## src/rtl/memctl_csr_pkg.sv

```systemverilog
package memctl_csr_pkg;

  localparam int REG_W = 32;

  // Word indices (software-visible ordering)
  localparam logic [3:0] IDX_ENABLE  = 4'd0;
  localparam logic [3:0] IDX_DELAY   = 4'd1;
  localparam logic [3:0] IDX_FSTAT   = 4'd2;
  localparam logic [3:0] IDX_SLOTCFG = 4'd3;
  localparam logic [3:0] IDX_FADDR0  = 4'd4;
  localparam logic [3:0] IDX_FADDR1  = 4'd5;
  localparam logic [3:0] IDX_DIAGW   = 4'd6;
  localparam logic [3:0] IDX_EVCNT0  = 4'd7;
  localparam logic [3:0] IDX_EVCNT1  = 4'd8;

  // Enable register masks
  localparam logic [REG_W-1:0] EN_WMASK_BASIC = 32'h0000_0103;
  localparam logic [REG_W-1:0] EN_WMASK_EXT   = 32'h0000_0BFF;
  localparam logic [REG_W-1:0] EN_KEEP_BASIC  = 32'h0000_0100;
  localparam logic [REG_W-1:0] EN_KEEP_EXT    = 32'hFF00_03FC;
  localparam int               EN_IRQ_EN_BIT  = 1;

  // Delay register
  localparam logic [REG_W-1:0] DELAY_WMASK = 32'h7FFF_FFFF;
  localparam logic [REG_W-1:0] DELAY_INIT  = 32'h0000_0020;

  // Fault address word 0 init
  localparam logic [REG_W-1:0] FADDR0_INIT = 32'h07C0_0000;

  // Fault status bit positions
  localparam int FS_CE_BIT  = 0;
  localparam int FS_UE_BIT  = 3;
  localparam int FS_DW_LSB  = 4;
  localparam int FS_SY_LSB  = 8;
  localparam int FS_ME_BIT  = 16;

  typedef struct packed {
    logic             ce;
    logic             ue;
    logic [3:0]       dw;
    logic [7:0]       synd;
    logic [REG_W-1:0] addr0;
    logic [REG_W-1:0] addr1;
  } fault_rec_t;

endpackage

```

## src/rtl/memctl_enable_reg.sv

```systemverilog
module memctl_enable_reg
  import memctl_csr_pkg::*;
#(
  parameter int IMPL = 0,
  parameter int VER  = 0
) (
  input  logic             clk,
  input  logic             rst_n,
  input  logic             soft_rst,
  input  logic             wr_en,
  input  logic [REG_W-1:0] wdata,
  output logic [REG_W-1:0] q
);

  localparam logic [REG_W-1:0] ID_VAL = {4'(IMPL), 4'(VER), 24'h0};

  logic [REG_W-1:0] wr_val;
  logic [REG_W-1:0] keep_mask;
  logic [REG_W-1:0] en_d;
  logic [REG_W-1:0] en_q;

  generate
    if (IMPL == 0) begin : g_basic
      assign wr_val    = wdata & EN_WMASK_BASIC;
      assign keep_mask = EN_KEEP_BASIC;
    end else begin : g_ext
      assign wr_val    = (wdata & EN_WMASK_EXT) | ID_VAL;
      assign keep_mask = EN_KEEP_EXT;
    end
  endgenerate

  always_comb begin
    en_d = en_q;
    if (soft_rst)   en_d = en_q & keep_mask;
    else if (wr_en) en_d = wr_val;
  end

  always_ff @(posedge clk or negedge rst_n) begin
    if (!rst_n) en_q <= ID_VAL;
    else        en_q <= en_d;
  end

  assign q = en_q;

  localparam logic [REG_W-1:0] CHK_MASK  = (IMPL == 0) ? EN_WMASK_BASIC : EN_WMASK_EXT;
  localparam logic [REG_W-1:0] CHK_FORCE = (IMPL == 0) ? '0 : ID_VAL;
  localparam logic [REG_W-1:0] CHK_KEEP  = (IMPL == 0) ? EN_KEEP_BASIC : EN_KEEP_EXT;

  assert_enable_write_R3: assert property (@(posedge clk) disable iff (!rst_n)
    (wr_en && !soft_rst) |=> (q == (($past(wdata) & CHK_MASK) | CHK_FORCE)));

  assert_enable_keep_R5: assert property (@(posedge clk) disable iff (!rst_n)
    soft_rst |=> (q == ($past(q) & CHK_KEEP)));

endmodule

```

## src/rtl/memctl_fault_capture.sv

```systemverilog
module memctl_fault_capture
  import memctl_csr_pkg::*;
(
  input  logic             clk,
  input  logic             rst_n,
  input  logic             soft_rst,
  input  logic             flt_valid,
  input  fault_rec_t       flt,
  input  logic             int_en,
  input  logic             wr_stat,
  input  logic [REG_W-1:0] wdata,
  output logic [REG_W-1:0] stat_q,
  output logic [REG_W-1:0] addr0_q,
  output logic [REG_W-1:0] addr1_q,
  output logic             irq_q
);

  logic [REG_W-1:0] stat_d;
  logic [REG_W-1:0] addr0_d;
  logic [REG_W-1:0] addr1_d;
  logic             irq_d;
  logic             err_seen;

  assign err_seen = stat_q[FS_CE_BIT] | stat_q[FS_UE_BIT];

  always_comb begin
    stat_d  = stat_q;
    addr0_d = addr0_q;
    addr1_d = addr1_q;
    irq_d   = irq_q;
    if (soft_rst) begin
      stat_d  = '0;
      addr0_d = FADDR0_INIT;
      addr1_d = '0;
      irq_d   = 1'b0;
    end else if (flt_valid) begin
      stat_d[FS_CE_BIT]              = stat_q[FS_CE_BIT] | flt.ce;
      stat_d[FS_UE_BIT]              = stat_q[FS_UE_BIT] | flt.ue;
      stat_d[FS_DW_LSB +: 4]         = flt.dw;
      stat_d[FS_SY_LSB +: 8]         = flt.synd;
      stat_d[FS_ME_BIT]              = stat_q[FS_ME_BIT] | err_seen;
      addr0_d                        = flt.addr0;
      addr1_d                        = flt.addr1;
      irq_d                          = irq_q | int_en;
    end else if (wr_stat) begin
      stat_d = wdata;
      irq_d  = 1'b0;
    end
  end

  always_ff @(posedge clk or negedge rst_n) begin
    if (!rst_n) begin
      stat_q  <= '0;
      addr0_q <= FADDR0_INIT;
      addr1_q <= '0;
      irq_q   <= 1'b0;
    end else begin
      stat_q  <= stat_d;
      addr0_q <= addr0_d;
      addr1_q <= addr1_d;
      irq_q   <= irq_d;
    end
  end

  assert_irq_gated_R8: assert property (@(posedge clk) disable iff (!rst_n)
    $rose(irq_q) |-> $past(flt_valid && int_en && !soft_rst));

  assert_irq_drop_R9: assert property (@(posedge clk) disable iff (!rst_n)
    (wr_stat && !flt_valid && !soft_rst) |=> !irq_q);

  assert_multi_err_R7: assert property (@(posedge clk) disable iff (!rst_n)
    (flt_valid && !soft_rst && (stat_q[FS_CE_BIT] || stat_q[FS_UE_BIT])) |=> stat_q[FS_ME_BIT]);

  assert_addr_readonly_R11: assert property (@(posedge clk) disable iff (!rst_n)
    (!flt_valid && !soft_rst) |=> ($stable(addr0_q) && $stable(addr1_q)));

  assert_fault_wins_R10: assert property (@(posedge clk) disable iff (!rst_n)
    (flt_valid && wr_stat && !soft_rst) |=> (stat_q[FS_SY_LSB +: 8] == $past(flt.synd)));

endmodule

```

## src/rtl/memctl_diag_window.sv

```systemverilog
module memctl_diag_window #(
  parameter int IMPL  = 0,
  parameter int BYTES = 4,
  localparam int IW   = $clog2(BYTES)
) (
  input  logic          clk,
  input  logic          rst_n,
  input  logic          wr_en,
  input  logic [IW-1:0] idx,
  input  logic [7:0]    wbyte,
  output logic [7:0]    rbyte
);

  generate
    if (IMPL == 0) begin : g_present
      logic [7:0] mem_q [BYTES];
      logic [7:0] mem_d [BYTES];

      always_comb begin
        for (int i = 0; i < BYTES; i++) mem_d[i] = mem_q[i];
        if (wr_en) mem_d[idx] = wbyte;
      end

      always_ff @(posedge clk or negedge rst_n) begin
        if (!rst_n) begin
          for (int i = 0; i < BYTES; i++) mem_q[i] <= '0;
        end else begin
          for (int i = 0; i < BYTES; i++) mem_q[i] <= mem_d[i];
        end
      end

      assign rbyte = mem_q[idx];

      assert_diag_store_R12: assert property (@(posedge clk) disable iff (!rst_n)
        wr_en |=> (mem_q[$past(idx)] == $past(wbyte)));
    end else begin : g_absent
      logic unused_diag;
      assign unused_diag = ^{wr_en, idx, wbyte, clk, rst_n};
      assign rbyte = 8'h00;
    end
  endgenerate

endmodule

```

## src/rtl/memctl_csr_bank.sv

```systemverilog
module memctl_csr_bank
  import memctl_csr_pkg::*;
#(
  parameter int IMPL       = 0,
  parameter int VER        = 0,
  parameter int DIAG_BYTES = 4,
  parameter int ADDR_W     = 4
) (
  input  logic              clk,
  input  logic              rst_n,
  input  logic              soft_rst,
  input  logic              bus_valid,
  input  logic              bus_write,
  input  logic              bus_diag,
  input  logic [ADDR_W-1:0] bus_addr,
  input  logic [31:0]       bus_wdata,
  output logic [31:0]       bus_rdata,
  output logic              bus_rvalid,
  input  logic              flt_valid,
  input  logic              flt_ce,
  input  logic              flt_ue,
  input  logic [3:0]        flt_dw,
  input  logic [7:0]        flt_synd,
  input  logic [31:0]       flt_addr0,
  input  logic [31:0]       flt_addr1,
  output logic              irq
);

  localparam int DIW = $clog2(DIAG_BYTES);

  logic wr_word, wr_byte, rd_req;
  logic wr_en_reg, wr_delay, wr_stat, wr_slot, wr_diagw, wr_ev0, wr_ev1;

  assign wr_word = bus_valid && bus_write && !bus_diag && !soft_rst;
  assign wr_byte = bus_valid && bus_write &&  bus_diag && !soft_rst;
  assign rd_req  = bus_valid && !bus_write;

  assign wr_en_reg = wr_word && (bus_addr == ADDR_W'(IDX_ENABLE));
  assign wr_delay  = wr_word && (bus_addr == ADDR_W'(IDX_DELAY));
  assign wr_stat   = wr_word && (bus_addr == ADDR_W'(IDX_FSTAT));
  assign wr_slot   = wr_word && (bus_addr == ADDR_W'(IDX_SLOTCFG));
  assign wr_diagw  = wr_word && (bus_addr == ADDR_W'(IDX_DIAGW));
  assign wr_ev0    = wr_word && (bus_addr == ADDR_W'(IDX_EVCNT0));
  assign wr_ev1    = wr_word && (bus_addr == ADDR_W'(IDX_EVCNT1));

  // Enable register
  logic [31:0] enable_q;
  memctl_enable_reg #(.IMPL(IMPL), .VER(VER)) u_enable (
    .clk(clk), .rst_n(rst_n), .soft_rst(soft_rst),
    .wr_en(wr_en_reg), .wdata(bus_wdata), .q(enable_q)
  );

  // Fault status / address / interrupt
  fault_rec_t  flt_rec;
  logic [31:0] stat_q, faddr0_q, faddr1_q;
  assign flt_rec = '{ce: flt_ce, ue: flt_ue, dw: flt_dw, synd: flt_synd,
                     addr0: flt_addr0, addr1: flt_addr1};

  memctl_fault_capture u_fault (
    .clk(clk), .rst_n(rst_n), .soft_rst(soft_rst),
    .flt_valid(flt_valid), .flt(flt_rec),
    .int_en(enable_q[EN_IRQ_EN_BIT]),
    .wr_stat(wr_stat), .wdata(bus_wdata),
    .stat_q(stat_q), .addr0_q(faddr0_q), .addr1_q(faddr1_q), .irq_q(irq)
  );

  // Diagnostic byte window
  logic [7:0] diag_rbyte;
  memctl_diag_window #(.IMPL(IMPL), .BYTES(DIAG_BYTES)) u_diag (
    .clk(clk), .rst_n(rst_n), .wr_en(wr_byte),
    .idx(bus_addr[DIW-1:0]), .wbyte(bus_wdata[7:0]), .rbyte(diag_rbyte)
  );

  // Plain storage registers
  logic [31:0] delay_q, slot_q, diagw_q, ev0_q, ev1_q;
  logic [31:0] delay_d, slot_d, diagw_d, ev0_d, ev1_d;

  always_comb begin
    delay_d = delay_q;
    slot_d  = slot_q;
    diagw_d = diagw_q;
    ev0_d   = ev0_q;
    ev1_d   = ev1_q;
    if (soft_rst) begin
      delay_d = DELAY_INIT;
      slot_d  = '0;
      ev0_d   = '0;
      ev1_d   = '0;
    end else begin
      if (wr_delay) delay_d = bus_wdata & DELAY_WMASK;
      if (wr_slot)  slot_d  = bus_wdata;
      if (wr_diagw) diagw_d = bus_wdata;
      if (wr_ev0)   ev0_d   = bus_wdata;
      if (wr_ev1)   ev1_d   = bus_wdata;
    end
  end

  always_ff @(posedge clk or negedge rst_n) begin
    if (!rst_n) begin
      delay_q <= DELAY_INIT;
      slot_q  <= '0;
      diagw_q <= '0;
      ev0_q   <= '0;
      ev1_q   <= '0;
    end else begin
      delay_q <= delay_d;
      slot_q  <= slot_d;
      diagw_q <= diagw_d;
      ev0_q   <= ev0_d;
      ev1_q   <= ev1_d;
    end
  end

  // Read path
  logic [31:0] rd_word, rdata_d, rdata_q;
  logic        rvalid_q;

  always_comb begin
    rd_word = '0;
    unique case (bus_addr)
      ADDR_W'(IDX_ENABLE):  rd_word = enable_q;
      ADDR_W'(IDX_DELAY):   rd_word = delay_q;
      ADDR_W'(IDX_FSTAT):   rd_word = stat_q;
      ADDR_W'(IDX_SLOTCFG): rd_word = slot_q;
      ADDR_W'(IDX_FADDR0):  rd_word = faddr0_q;
      ADDR_W'(IDX_FADDR1):  rd_word = faddr1_q;
      ADDR_W'(IDX_DIAGW):   rd_word = diagw_q;
      ADDR_W'(IDX_EVCNT0):  rd_word = ev0_q;
      ADDR_W'(IDX_EVCNT1):  rd_word = ev1_q;
      default:              rd_word = '0;
    endcase
    rdata_d = rdata_q;
    if (rd_req) rdata_d = bus_diag ? {24'h0, diag_rbyte} : rd_word;
  end

  always_ff @(posedge clk or negedge rst_n) begin
    if (!rst_n) begin
      rdata_q  <= '0;
      rvalid_q <= 1'b0;
    end else begin
      rdata_q  <= rdata_d;
      rvalid_q <= rd_req;
    end
  end

  assign bus_rdata  = rdata_q;
  assign bus_rvalid = rvalid_q;

  assert_read_latency_R14: assert property (@(posedge clk) disable iff (!rst_n)
    (bus_valid && !bus_write) |=> bus_rvalid);

  assert_no_spurious_rvalid_R14: assert property (@(posedge clk) disable iff (!rst_n)
    !(bus_valid && !bus_write) |=> !bus_rvalid);

  assert_undecoded_zero_R13: assert property (@(posedge clk) disable iff (!rst_n)
    (bus_valid && !bus_write && !bus_diag && (bus_addr > ADDR_W'(IDX_EVCNT1))) |=> (bus_rdata == 32'h0));

  assert_delay_bit31_R4: assert property (@(posedge clk) disable iff (!rst_n)
    wr_delay |=> !delay_q[31]);

endmodule

```

## config.mk

```make
export PLATFORM = sky130hd
export DESIGN_NAME = memctl_csr_bank
export DESIGN_NICKNAME = d
export VERILOG_FILES = /design/src/rtl/memctl_csr_pkg.sv /design/src/rtl/memctl_enable_reg.sv /design/src/rtl/memctl_fault_capture.sv /design/src/rtl/memctl_diag_window.sv /design/src/rtl/memctl_csr_bank.sv
export SDC_FILE = /design/constraint.sdc
export NUM_CORES = 1
export LEC_CHECK = 0
export ABC_CLOCK_PERIOD_IN_PS = 2500
export CELL_PAD_IN_SITES_DETAIL_PLACEMENT = 0
export CELL_PAD_IN_SITES_GLOBAL_PLACEMENT = 2
export CORE_MARGIN = 2
export CORE_UTILIZATION = 30
export DETAILED_ROUTE_END_ITERATION = 10
export GPL_TIMING_DRIVEN = 0
export HOLD_SLACK_MARGIN = 0.1
export PLACE_DENSITY = 0.67
export SLEW_MARGIN = 20
export SYNTH_ARGS = -nofsm -noshare
export SYNTH_HDL_FRONTEND = slang
export SYNTH_SLANG_ARGS = --single-unit
```

## constraint.sdc

```tcl
create_clock -name clk -period 2.5 [get_ports clk]
set_clock_uncertainty 0.1 [all_clocks]
set_input_delay 0.25 -clock clk [delete_from_list [all_inputs] [get_ports clk]]
set_output_delay 0.25 -clock clk [all_outputs]
set_load 0.005 [all_outputs]
```

Yosys cells after proc, flatten, opt, wreduce, memory -nomap -nowiden

Index checks and enable logic that the tools add are counted.

Register bits after elaboration: 354
Input bits: 121
Output and inout port bits: 34
Logic and storage cells: 96

Order comparisons: 2
Eq/ne operators: 9
Multiplexer cells: 31
Bitwise logic cells: 7
Reduce and logical (&&, ||, !) cells: 29

Operator list:

| cell                 | count |
|---|---|
| $mux W32             | 17 |
| $pmux W32 S9         | 1 |
| $bwmux W32           | 1 |
| $mux W8              | 3 |
| $bmux W8 S2          | 1 |
| $demux W8 S2         | 1 |
| $eq A4 B3 Y1 const B | 4 |
| $mux W15             | 1 |
| $logic_and A1 B1 Y1  | 14 |
| $mux W14             | 1 |
| $reduce_bool A2 Y1   | 7 |
| $eq A4 B2 Y1 const B | 2 |
| $reduce_and A2 Y1    | 3 |
| $or A1 B1 Y1         | 5 |
| $eq A4 B1 Y1 const B | 1 |
| $eq A4 B4 Y1 const B | 1 |
| $logic_not A4 Y1     | 1 |
| $mux W1              | 4 |
| $ge A3 B3 Y1 const B | 1 |
| $logic_not A1 Y1     | 3 |
| $lt A3 B1 Y1 const B | 1 |
| $not A2 Y3           | 1 |
| $reduce_bool A3 Y1   | 1 |
| $mux W2              | 1 |
| other kinds (2)      | 2 |

Longest topological paths before layout

Word-level depth: 7
Mapped depth: 8
Depth with buffers taken out: 5

By module

A second synthesis with hierarchy kept.

Cells, all modules: 1544
Area total of the unflattened synthesis: 15836.4 µm²

By module, submodules not included:

| module               | times used | cells an instance | area an instance (µm²) | seq. area each (µm²) |
|---|---|---|---|---|
| memctl_csr_bank      | 1          | 1094              | 10022.1                | 4805.9 |
| memctl_fault_capture | 1          | 333               | 4038.9                 | 2433.6 |
| memctl_diag_window   | 1          | 78                | 1422.6                 | 800.8 |
| memctl_enable_reg    | 1          | 39                | 352.8                  | 75.1 |

Least setup slack after synthesis

Ideal clock, no wire load.

Path type: input-to-reg
Start point: input port bus_addr[1]
End point: register rdata_q[3], in the netlist bus_rdata[3]
Setup time: 0.128 ns
Data arrival time: 1.476 ns
Required time: 2.272 ns
Path slack: 0.796 ns
Cell stages on the path: 6
Path buffers: 2
Cells stage by stage: buf_2 -> buf_6 -> mux4_2 -> a221o_1 -> o21ai_0 -> o31ai_1

Longest elaborated chain between the ends: 5
Elaborated cells on any way between the ends: 15
Those cells by class: eq/ne (8); mux (5); bitwise (1); reduce/logical (1)

RTL lines:

| what                                        | RTL line                 | source |
|---|---|---|
| from (decl)                                 | memctl_csr_bank.sv:15    | `input logic [ADDR_W-1:0] bus_addr,` |
| $not A2 Y3 (not written as such)            | memctl_diag_window.sv:32 | `assign rbyte = mem_q[idx];` |
| $bmux W8 S2                                 | memctl_diag_window.sv:32 |  |
| $mux W8 (not written as such) (2 in series) | memctl_diag_window.sv:32 |  |
| $mux W32 *                                  | memctl_csr_bank.sv:133   | `if (rd_req) rdata_d = bus_diag ? {24'h0, diag_rbyte} : rd_word;` |
| to (signal assigned)                        | memctl_csr_bank.sv:141   | `rdata_q <= rdata_d;` |
| to (decl)                                   | memctl_csr_bank.sv:115   | `logic [31:0] rd_word, rdata_d, rdata_q;` |

Mark *: on every way between the ends. The rest lies on a longest branch, timed or not. The select of a mux whose other input is x is not followed.
A chain may end at the register's enable or synchronous reset.

Worst setup path after layout

Start point: input port bus_addr[2]
End point: register rdata_q[19], in the netlist bus_rdata[19]

Longest elaborated chain between the ends: 3
Elaborated cells on any way between the ends: 11
Those cells by class: eq/ne (8); mux (2); reduce/logical (1)

RTL lines:

| what                                 | RTL line               | source |
|---|---|---|
| $eq A4 B4 Y1 (tied with other cells) | memctl_csr_bank.sv:120 | `unique case (bus_addr)` |
| $pmux W32 S9 *                       | memctl_csr_bank.sv:120 |  |
| $mux W32 *                           | memctl_csr_bank.sv:133 |  |

Mark *: on every way between the ends. The rest lies on a longest branch, timed or not.

==> run_results.csv <==
group,metric,value,unit
power,ir_drop,395,uV
die,io_pins,155,
global_route,grt_usage,26.6,%
worst_setup_path,slowest_stage,"nor2b_1",
worst_setup_path,path_cells,"clkdlybuf4s50_1, buf_4, nor2b_1, a22oi_1, o22ai_1, a211oi_1, o21ai_0",
worst_setup_path,cp_num_buf_inv,2,
worst_setup_path,path_class,"in2reg",
finish,layout_commonest_cell,"nand2_1",
finish,finish.utilization,38.5,%
power,power_frac_clock,45.4,%
routing,drtIter0Drc,1301,
yosys,synth_warnings,0,
flow_run,maxCapViolCount,0,
place,placed_area,17800,sq um
yosys,synth_fp_nets,1624,
clock_tree,clk_pin_slew,60,ps
worst_setup_path,cpPeakStageDelay,800,ps
yosys,synth_top_cell_by_area,"dfrtp_1",
sta,timing.final.ws_setup,-10.8,ps
sta,fin_crit_sh,100,%
routing,dr.pass1.iters,5,
worst_setup_path,required,2880,ps
sta,drv_slew,0,
yosys,ys_ff_latch,324,
global_route,grt_max_degree,94,
worst_setup_path,worst_r2r_path_depth,4,
finish,drive_above_1_share,15.0,%
outcome,status,"complete, but fails checks",
clock_tree,cts_root_buffer,"clkbuf_16",
place,dp_hpwl,47.8,mm
routing,drtAntennaViolNets,0,
sta,hold_ws,133,ps
sta,period_minus_slack,2510,ps
global_route,grt_antenna_before_repair,2,
finish,multi_input_area,6600,sq um
sta,max_freq,398,MHz
sta,tightest_slew,1160,ps
finish,final_area,19300,sq um
routing,drc_errors,0,
global_route,grt_pass1_wl,99.7,mm
sta,rsz0062_at_grt,"no",
yosys,syn_inst,1503,
place,io_buffers,147,
worst_setup_path,cp_max_fo,10,
yosys,synth-edff-count,0,
place,gp_congestion,0.879,
worst_setup_path,path_delay_family,"buffers and inverters",
power,power,13.4,mW
finish,antenna-diode-count,0,
yosys,async_flop_share,100,%
power,p_switching,3.51,mW
die,core,50300,sq um
die,start_util,30.5,%
finish,fillerInstances,5137,
yosys,postSynthAreaPerCell,10.2,sq um
yosys,synth_area_leaders,"dfrtp_1, nand2_1, mux2i_1",
die,row_count,82,
global_route,first_global_vias,13300,
die,dieArea,52900,sq um
clock_tree,cts_sinks,324,
worst_setup_path,end_kind,"register",
routing,wire_per_inst,29.1,microns
clock_tree,numCtsBuffers,40,
sta,hold_viol_final,0,
routing,avgViaCountPerCell,5.36,
worst_setup_path,worst_setup_path_start_kind,"primary input",
clock_tree,clock_path_buffers,3,
clock_tree,htree_levels,2,
outcome,failed_checks,"negative setup slack",
clock_tree,cts_tree,"built",
finish,fin_nets,1830,
hold_path,min_path_type,"in2reg",
finish,final_cell_mix,"nand2_1, dfrtp_1, a21oi_1",
power,p_per_area,694,nW/um^2
yosys,synth_cell_types,62,
power,internal_power,9.91,mW
worst_setup_path,critPathArrivalTime,2890,ps
routing,wirelength,70.0,mm
yosys,synth_seq_area_share,53.0,%
sta,slew_headroom,22.7,%
die,die_w,230,microns
yosys,synth.cell_area,15300,sq um
power,p_seq_share,42.6,%
power,p_leak,8.23,nW
finish,area_delta_synth_final,26.2,%
global_route,grt_overflow,0,
die,die_height,230,microns
routing,vias,12900,
hold_path,hold_depth,3,
yosys,synth_top_area_share,52.0,%
finish,regArea,8120,sq um
yosys,synth_ff_type,"dfrtp_1",
worst_setup_path,path_depth,7,
sta,setup_violations,1,
power,p_comb_share,12.0,%
power,netSwitchingFraction,26.1,%
clock_tree,clk_latency,570,ps
[cell families (layout without fill, tap and decap cells)]
family | Yosys count | in the layout | synth area share (%)
flops | 324 | 324 | 53.0
simple gates | 516 | 516 | 14.9
buf+inv | 127 | 361 | 4.27
compound gates | 352 | 352 | 14.2
mux | 184 | 184 | 13.7
[area by class of cell]
cell class | instances | area share (%)
flip-flops and latches | 324 | 42.0
clock inverters | 7 | 0.582
well taps | 672 | 4.35
plain buffers | 121 | 3.43
inverters | 3 | 0.0582
clock buffers | 63 | 6.46
multi-input cells | 1052 | 34.1
repair buffers | 167 | 9.01
[power groups by stage]
stage          Combinational, mW  Clock (mW)  Sequential, mW
6_report                    1.61        6.09            5.72
5_1_grt                     1.71        6.39            5.75
4_1_cts                     1.61        6.16            5.72
3_5_place_dp                1.58           0            5.81
3_3_place_gp                1.55           0            5.80
2_1_floorplan              0.714           0            5.73
[what timing repair did]
item	in CTS	in global routing
pin swaps	1	1
hold buffers	6	0
setup buffers	4	4
endpoints found under the setup margin	85	44
gates resized for setup	17	19
hold endpoints to repair	135	0
gates cloned	0	0
[cells in the mapped netlist (3+ instances only)]
| cell type | count |
|---|---|
| dfstp_2 | 6 |
| mux2_2 | 60 |
| a21oi_1 | 148 |
| a32oi_1 | 8 |
| nor2b_1 | 10 |
| a2111oi_0 | 5 |
| inv_1 | 3 |
| a31oi_1 | 4 |
| dfrtp_1 | 318 |
| buf_4 | 12 |
| nand2_1 | 327 |
| a221oi_1 | 4 |
| nor3_1 | 11 |
| mux4_2 | 13 |
| o21ai_0 | 50 |
| or2_1 | 3 |
| and2_1 | 5 |
| o32ai_1 | 3 |
| nand3_1 | 12 |
| o31ai_1 | 16 |
| a211oi_1 | 9 |
| buf_2 | 46 |
| nor2_1 | 83 |
| nand2b_1 | 24 |
| o21ai_1 | 6 |
| a22oi_1 | 47 |
| buf_6 | 10 |
| a211o_1 | 5 |
| clkbuf_1 | 55 |
| o22ai_1 | 20 |
| a22o_1 | 9 |
| nand3b_1 | 10 |
| mux2i_1 | 100 |
| and2_0 | 6 |
| o22a_1 | 4 |
| mux2_1 | 11 |
| nor2_2 | 4 |
[worst min-delay path, cell delays in order]
cell	delay [ps]
clkbuf_1	300
nand2_1	150
a21oi_1	50
[stage by stage]
stage               setup TNS (ps)  setup slack [ps]  cells
finish                       -10.8             -10.8   2409
global route                     0             0.687   2409
CTS                              0              5.18   2407
detailed placement         -156360             -1360   2328
global placement          -4742340            -14240   2322
floorplan                        0               796   1503
[per-layer routing]
layer  vias to the layer above  wire (microns)  GRT usage (%)
met5                         -               0              0
met4                         0            2780           9.62
met3                       132            4920           4.24
met2                       534           31400           41.6
met1                      6581           30900           37.2
li1                       5671               -              -
[sequential cells by signal (all words and copies together), names as in the netlist]
name,count
diagw_q,32
u_diag.g_present.mem_q,32
u_fault.stat_q,32
bus_rvalid,1
u_fault.addr0_q,32
slot_q,32
ev1_q,32
u_fault.irq_q,1
u_fault.addr1_q,32
delay_q,31
ev0_q,32
bus_rdata,32
u_enable.q,3
[path summary, 6_finish.rpt]
check | end | from | slack, ps
max | bus_rdata[19] | bus_addr[2] | -10
min | ev0_q[5] | bus_wdata[5] | 130
max reg2reg | bus_rdata[18] | diagw_q[18] | 770
min reg2reg | u_fault.stat_q[4] | u_fault.stat_q[4] | 380
max in group asynchronous | ev1_q[19] | rst_n | 870
min in group asynchronous | u_diag.g_present.mem_q[4] | rst_n | 150
Note: power is estimated with default switching activity, not from simulation.
